**src/rtl/awsu_pkg.sv**
```systemverilog
// Package: shared types of the address-watch sleep unit.
// Assumes: nothing beyond IEEE 1800-2017.
package awsu_pkg;

    // Park state of one reservation slot.
    typedef enum logic {
        SLOT_AWAKE  = 1'b0,
        SLOT_PARKED = 1'b1
    } slot_state_e;

endpackage

```
**src/rtl/awsu_line_cmp.sv**
```systemverilog
// Module: awsu_line_cmp
// Says whether two byte addresses fall in the same cache line.
// Assumes: OFF_W < ADDR_W; offset bits are the low OFF_W bits.
module awsu_line_cmp #(
    parameter int ADDR_W = 32,
    parameter int OFF_W  = 6
) (
    input  logic [ADDR_W-1:0] addr_a,
    input  logic [ADDR_W-1:0] addr_b,
    output logic              same_line
);

    logic [ADDR_W-1:0] diff;

    // Bitwise difference, then discard offset bits by shifting them out.
    always_comb begin
        diff      = addr_a ^ addr_b;
        same_line = ((diff >> OFF_W) == '0);
    end

endmodule

```
**src/rtl/awsu_slot.sv**
```systemverilog
// Module: awsu_slot
// One core's reservation: records the watched address on a sleep request,
// holds the core parked, and releases it on a same-line invalidation.
// Assumes: requests arriving while parked are ignored; reset is synchronous.
module awsu_slot
    import awsu_pkg::*;
#(
    parameter int ADDR_W = 32,
    parameter int OFF_W  = 6
) (
    input  logic              clk,
    input  logic              rst_n,
    input  logic              sleep_req,
    input  logic [ADDR_W-1:0] sleep_addr,
    input  logic              inv_valid,
    input  logic [ADDR_W-1:0] inv_addr,
    output logic              parked,
    output logic              wake_pulse
);

    slot_state_e       state_q;
    logic [ADDR_W-1:0] addr_q;
    logic              wake_q;
    logic              hit_stored;
    logic              hit_request;
    logic              release_now;
    logic              abort_now;
    logic              accept_now;

    // Compare the recorded line with the invalidation.
    awsu_line_cmp #(.ADDR_W(ADDR_W), .OFF_W(OFF_W)) u_cmp_stored (
        .addr_a    (addr_q),
        .addr_b    (inv_addr),
        .same_line (hit_stored)
    );

    // Compare the incoming request line with the invalidation.
    awsu_line_cmp #(.ADDR_W(ADDR_W), .OFF_W(OFF_W)) u_cmp_request (
        .addr_a    (sleep_addr),
        .addr_b    (inv_addr),
        .same_line (hit_request)
    );

    // Decide this cycle's event: release, abort or accept.
    always_comb begin
        release_now = (state_q == SLOT_PARKED) && inv_valid && hit_stored;
        abort_now   = (state_q == SLOT_AWAKE) && sleep_req && inv_valid && hit_request;
        accept_now  = (state_q == SLOT_AWAKE) && sleep_req && !abort_now;
    end

    // Park state and wakeup pulse register.
    always_ff @(posedge clk) begin
        if (!rst_n) begin
            state_q <= SLOT_AWAKE;
            wake_q  <= 1'b0;
        end else begin
            wake_q <= release_now || abort_now;
            if (release_now) begin
                state_q <= SLOT_AWAKE;
            end else if (accept_now) begin
                state_q <= SLOT_PARKED;
            end
        end
    end

    // Recorded address, loaded only when a request is accepted.
    always_ff @(posedge clk) begin
        if (!rst_n) begin
            addr_q <= '0;
        end else if (accept_now) begin
            addr_q <= sleep_addr;
        end
    end

    assign parked     = (state_q == SLOT_PARKED);
    assign wake_pulse = wake_q;


    park_on_request_chk: assert property (@(posedge clk) disable iff (!rst_n)
        (!parked && sleep_req && !(inv_valid && hit_request))
        |=> (parked && !wake_pulse && addr_q == $past(sleep_addr)));


    release_on_match_chk: assert property (@(posedge clk) disable iff (!rst_n)
        (parked && inv_valid && hit_stored) |=> (!parked && wake_pulse));


    hold_on_foreign_chk: assert property (@(posedge clk) disable iff (!rst_n)
        (parked && !(inv_valid && hit_stored)) |=> (parked && $stable(addr_q) && !wake_pulse));


    abort_same_cycle_chk: assert property (@(posedge clk) disable iff (!rst_n)
        (!parked && sleep_req && inv_valid && hit_request) |=> (!parked && wake_pulse));


    single_pulse_chk: assert property (@(posedge clk) disable iff (!rst_n)
        wake_pulse |-> !parked);

endmodule

```
**src/rtl/addr_watch_sleep.sv**
```systemverilog
// Module: addr_watch_sleep (top)
// Holds one reservation slot per core and broadcasts each coherence
// invalidation to all slots, so one write releases every core on the line.
// Assumes: at most one invalidation per cycle; sleep_req is a one-cycle pulse.
module addr_watch_sleep
    import awsu_pkg::*;
#(
    parameter int NUM_CORES  = 4,
    parameter int ADDR_W     = 32,
    parameter int LINE_OFF_W = 6
) (
    input  logic                          clk,
    input  logic                          rst_n,
    input  logic [NUM_CORES-1:0]          sleep_req,
    input  logic [NUM_CORES*ADDR_W-1:0]   sleep_addr,
    input  logic                          inv_valid,
    input  logic [ADDR_W-1:0]             inv_addr,
    output logic [NUM_CORES-1:0]          core_sleep,
    output logic [NUM_CORES-1:0]          wakeup
);

    localparam int ADDR_BUS_W = NUM_CORES * ADDR_W;

    // One slot per core, all fed by the same invalidation broadcast.
    for (genvar c = 0; c < NUM_CORES; c++) begin : g_slot
        awsu_slot #(.ADDR_W(ADDR_W), .OFF_W(LINE_OFF_W)) u_slot (
            .clk        (clk),
            .rst_n      (rst_n),
            .sleep_req  (sleep_req[c]),
            .sleep_addr (sleep_addr[c*ADDR_W +: ADDR_W]),
            .inv_valid  (inv_valid),
            .inv_addr   (inv_addr),
            .parked     (core_sleep[c]),
            .wake_pulse (wakeup[c])
        );
    end


    reset_clear_chk: assert property (@(posedge clk)
        !rst_n |=> (core_sleep == '0 && wakeup == '0));


    wake_needs_inv_chk: assert property (@(posedge clk) disable iff (!rst_n)
        !inv_valid |=> (wakeup == '0));


    release_keeps_others_chk: assert property (@(posedge clk) disable iff (!rst_n)
        (wakeup & core_sleep) == '0);

    // Bus width sanity, evaluated at start.
    initial begin
        bus_width_chk: assert ($bits(sleep_addr) == ADDR_BUS_W);
    end

endmodule

```
**config.mk**
```make
export PLATFORM = sky130hd
export DESIGN_NAME = addr_watch_sleep
export DESIGN_NICKNAME = d
export VERILOG_FILES = /design/src/rtl/awsu_pkg.sv /design/src/rtl/awsu_line_cmp.sv /design/src/rtl/awsu_slot.sv /design/src/rtl/addr_watch_sleep.sv
export SDC_FILE = /design/constraint.sdc
export NUM_CORES = 1
export LEC_CHECK = 0
export BUFFER_PORTS_ARGS = -buffer_cell sky130_fd_sc_hd__buf_2
export CAP_MARGIN = 20
export CELL_PAD_IN_SITES_DETAIL_PLACEMENT = 0
export CELL_PAD_IN_SITES_GLOBAL_PLACEMENT = 1
export CORE_ASPECT_RATIO = 1.4
export CORE_MARGIN = 2
export CORE_UTILIZATION = 36
export CTS_CLUSTER_DIAMETER = 30
export DETAILED_ROUTE_END_ITERATION = 6
export PLACE_DENSITY = 0.8
export SLEW_MARGIN = 30
export SYNTH_ARGS = -nofsm -noshare
export SYNTH_HDL_FRONTEND = slang
export SYNTH_SLANG_ARGS = --single-unit
```
**constraint.sdc**
```tcl
create_clock -name clk -period 1.5 [get_ports clk]
set_input_delay 0.075 -clock clk [delete_from_list [all_inputs] [get_ports clk]]
set_output_delay 0.075 -clock clk [all_outputs]
set_load 0.05 [all_outputs]
```
==> metrics list <==
- Sw power: 2.39 mW
* Req. time, crit path: 1.74 ns
- The first global-routing pass estimated 35,400 um of wire.
- In the global route stage, overall resource usage came out at 0.226.
* Final setup violation count: 14
* Total standard cell area after synthesis: 7100 um^2
- Flop-to-flop setup slack: -0.02 ns
- The first detailed-routing pass ran for 5 iterations.
- Min-delay worst type: input pin to flip-flop
- Initial DRC count: 413
- Site Rows: 60
* Largest fanout on the critical path: 8
* DP Worst Slack: -0.240 ns
* Fraction of the yosys area taken by sequential cells: 0.316
- Routed met1 length: 9830 um
- Latest clock arrival within the worst-skew pair: 0.35 ns
* Slew Limit Fails: 0
- Slack of the critical path: -0.0200 ns
* Wire per inst: 18.3 um
* Worst setup endpoint: g_slot[0].u_slot.addr_q[24]$_SDFFE_PN0P_
* Count of mapped cells out of synthesis: 798
- Detailed routing placed a total of 11,900 um of wire on met2.
- The via count of the first global-routing pass is 6,409.
- The layout has 1,828 filler cells.
- 0 antenna diodes ended up in the layout.
- The number of clock buffers added by TritonCTS is 9.
- Leakage: 4.01 nW
* Endpoint arrival time on the critical path: 1.76 ns
* Clock transition time at the flip-flop clock pins of the worst setup and hold paths: 0.08 ns
* FF+latch count, synth: 112
- Entering global routing, the biggest net connects 55 pins.
* Launch instance of the worst register-to-register path: g_slot[0].u_slot.parked$_SDFFE_PP0P_
* Final Skew: 0.00874 ns
- Total vias in the final route: 6,299
* Maximum vdd ir drop: 0.522 mV
* Drt total wl: 23,500 um
- Internal power component: 5.93 mW
- Violations in the final reports: setup timing
* Area inside the core boundary: 19,300 um^2
* Average instance area after synthesis: 8.89 um^2
* CTS H-tree depth: 3
- Post-route DRC: 0
* Max-capacitance violation count: 0
* Cell area reported after detailed placement: 8450 um^2
* Kind of start point of the critical path: flip-flop
- During I/O placement, the number of pins put on the boundary was 175.
- In the routed layout, each cell is associated on average with a via count of 4.90.
- The HPWL after detailed placement is 17,500 um.
- The worst pin sits at a relative slew slack of 0.721.
- Routed wl met3: 1090 um
- The die is 123 um wide.
- Of the available clock period, the critical path in the final layout requires 1.01.
- The number of nets handed over by synthesis was 965.
- Of the total power, the clock network draws 0.340.
- Sinks on the clock net: 112
- At the pin with the least slew margin, the transition time is 0.419 ns.
- From bottom edge to top edge, the die measures 170 um.
- Initial cell density of the core: 0.368
- Cell count after placement: 1,204
- Endpoint class of the critical path: flip-flop
* Outcome: finished, violations left
- Setup Crit Path Kind: flip-flop to flip-flop
- Nets: 1,199
- The detailed router used layers up to and including met4.
- The routed design could run at a clock period as short as 1.52 ns.
- The clock passes through at most 2 buffers.
- Synth cell types: 23
- The number of cells on the worst reg-to-reg path is 6.
- Post-route ant nets: 0
- Routability-driven placement finished with a final weighted congestion of 0.868.
- Buffers placed on the I/O ports in this run total 144.
- Dividing total power by cell area gives a power density of 861 nW/um^2.
* GRT overflow: 0
- Proportion of layout cells with a drive suffix above 1: 0.279
- The finished layout holds 1,285 standard cells, fillers aside.
* Die area: 20,900 um^2
- Logic gate share of total power: 0.261
* Sequential Power Share: 0.399
* TritonCTS clock tree: yes
- Yosys printed 0 warnings.
- Launching instance or port of the critical path: g_slot[0].u_slot.parked$_SDFFE_PP0P_
- Hold Fails Final Rpt: 0
* End of the worst register-to-register path: g_slot[0].u_slot.addr_q[24]$_SDFFE_PN0P_
- Final instance area: 9670 um^2
- Derived from the worst setup path, the maximum achievable clock frequency is 658 MHz.
- The number of antenna violations at the first check in global routing is 0.
- Area growth syn-to-layout: 36.2%
* CTS root buf: sky130_fd_sc_hd__clkbuf_16
- RSZ-0062 raised after global routing: yes
* Switching fraction of total power: 0.288
[cells by family after synthesis]
family / count (synthesis) / synth area share
compound gates: 12 / 0.0132
xor+xnor: 208 / 0.257
buf+inv: 70 / 0.0800
flops: 112 / 0.316
mux: 104 / 0.147
simple gates: 292 / 0.187
[sequential cells by signal (all words and copies together), names as in the netlist]
signal	cells
g_slot.u_slot.wake_pulse	4
g_slot.u_slot.parked	4
g_slot.u_slot.addr_q	104
[power by group through the flow]
stage | clock network (mW) | logic (mW) | registers [mW]
4_1_cts | 2.86 | 2.09 | 3.31
6_report | 2.83 | 2.17 | 3.32
3_3_place_gp | 0 | 1.93 | 3.37
5_1_grt | 2.97 | 2.33 | 3.34
2_1_floorplan | 0 | 1.26 | 3.35
3_5_place_dp | 0 | 1.94 | 3.38
[synth_stat cells (all sizes together)]
master	instances	area (um^2)
xnor2	166	1450
nand4	39	244
dfxtp	112	2240
nor3	5	25.0
nor4	17	131
a21boi	4	30.0
nand2	212	796
buf	46	478
and4	1	8.76
xor2	42	368
nand2b	4	25.0
a31oi	3	18.8
clkbuf	24	90.1
mux2i	104	1040
nand3	11	55.1
o211a	4	40.0
a21oi	1	5.00
nor4b	3	45.0
[worst min path at each step]
stage | cells past startpoint | startpoint | end | slack (ns)
after floorplan | 2 | sleep_addr[10] | g_slot[0].u_slot.addr_q[10]$_SDFFE_PN0P_ | 0.22
after global placement | 3 | sleep_addr[41] | g_slot[1].u_slot.addr_q[9]$_SDFFE_PN0P_ | 0.35
after detailed placement | 3 | sleep_addr[71] | g_slot[2].u_slot.addr_q[7]$_SDFFE_PN0P_ | 0.35
after CTS | 3 | sleep_addr[29] | g_slot[0].u_slot.addr_q[29]$_SDFFE_PN0P_ | 0.0001
after global routing | 3 | sleep_addr[87] | g_slot[2].u_slot.addr_q[23]$_SDFFE_PN0P_ | 0.003
final | 3 | sleep_addr[55] | g_slot[1].u_slot.addr_q[23]$_SDFFE_PN0P_ | 0.0003
[routing by layer]
layer	track usage	vias up
met5	0	-
li1	-	3082
met1	0.277	2983
met4	0.0890	0
met2	0.394	194
met3	0.0318	40
[stage by stage]
stage | setup TNS, ns | hold WS [ns] | power [mW] | utilization
2_1_floorplan | 0 | 0.217 | 4.61 | -
3_3_place_gp | -19.20 | 0.345 | 5.30 | 0.438
3_5_place_dp | -22.34 | 0.349 | 5.32 | 0.438
4_1_cts | 0 | 0.000128 | 8.27 | 0.490
5_1_grt | -2.35 | 0.00329 | 8.64 | 0.501
6_report | -0.161 | 0.000329 | 8.32 | 0.501
[cell type report]
class,instances,area (um^2),area share
clock buffer,9,225,0.0233
sequential,112,2250,0.233
timing repair buffer,293,2260,0.234
multi-input combinational,616,4500,0.466
tap,248,310,0.0321
clock inverter,7,118,0.0122
[what timing repair did]
| item | CTS | global route |
|---|---|---|
| endpoints found under the hold margin | 59 | 0 |
| pin swaps | 4 | 19 |
| cloned | 0 | 3 |
| hold buffers | 59 | 0 |
| resized for setup | 12 | 28 |
| setup buffers | 1 | 3 |
| endpoints found under the setup margin | 83 | 99 |
[critical path: stages, from the launching register on]
cell,delay (ns)
sky130_fd_sc_hd__dfxtp_2,0.32
sky130_fd_sc_hd__nand2b_4,0.14
sky130_fd_sc_hd__nor4_2,0.25
sky130_fd_sc_hd__and4_4,0.27
sky130_fd_sc_hd__a21oi_4,0.12
sky130_fd_sc_hd__clkbuf_16,0.19
sky130_fd_sc_hd__mux2i_1,0.11
[layout by cell type (no fill, tap or decap), types with 2 or more instances in the layout]
master and n:
sky130_fd_sc_hd__nand2_1 212, sky130_fd_sc_hd__xnor2_1 158, sky130_fd_sc_hd__buf_2 143, sky130_fd_sc_hd__dfxtp_1 105, sky130_fd_sc_hd__mux2i_1 104, sky130_fd_sc_hd__buf_4 68, sky130_fd_sc_hd__dlygate4sd3_1 59, sky130_fd_sc_hd__xor2_1 42
sky130_fd_sc_hd__nand4_1 39, sky130_fd_sc_hd__buf_12 16, sky130_fd_sc_hd__clkbuf_16 12, sky130_fd_sc_hd__nand3_1 10, sky130_fd_sc_hd__nor4_2 9, sky130_fd_sc_hd__xnor2_2 8, sky130_fd_sc_hd__nor4_1 7, sky130_fd_sc_hd__dfxtp_2 7
sky130_fd_sc_hd__nor3_1 5, sky130_fd_sc_hd__o211a_1 4, sky130_fd_sc_hd__buf_6 4, sky130_fd_sc_hd__a31oi_4 3, sky130_fd_sc_hd__nand2b_4 3, sky130_fd_sc_hd__bufinv_16 3, sky130_fd_sc_hd__nor4b_4 2, sky130_fd_sc_hd__a21boi_2 2
sky130_fd_sc_hd__inv_6 2, sky130_fd_sc_hd__clkinv_2 2
Note: power is estimated with default switching activity, not from simulation.
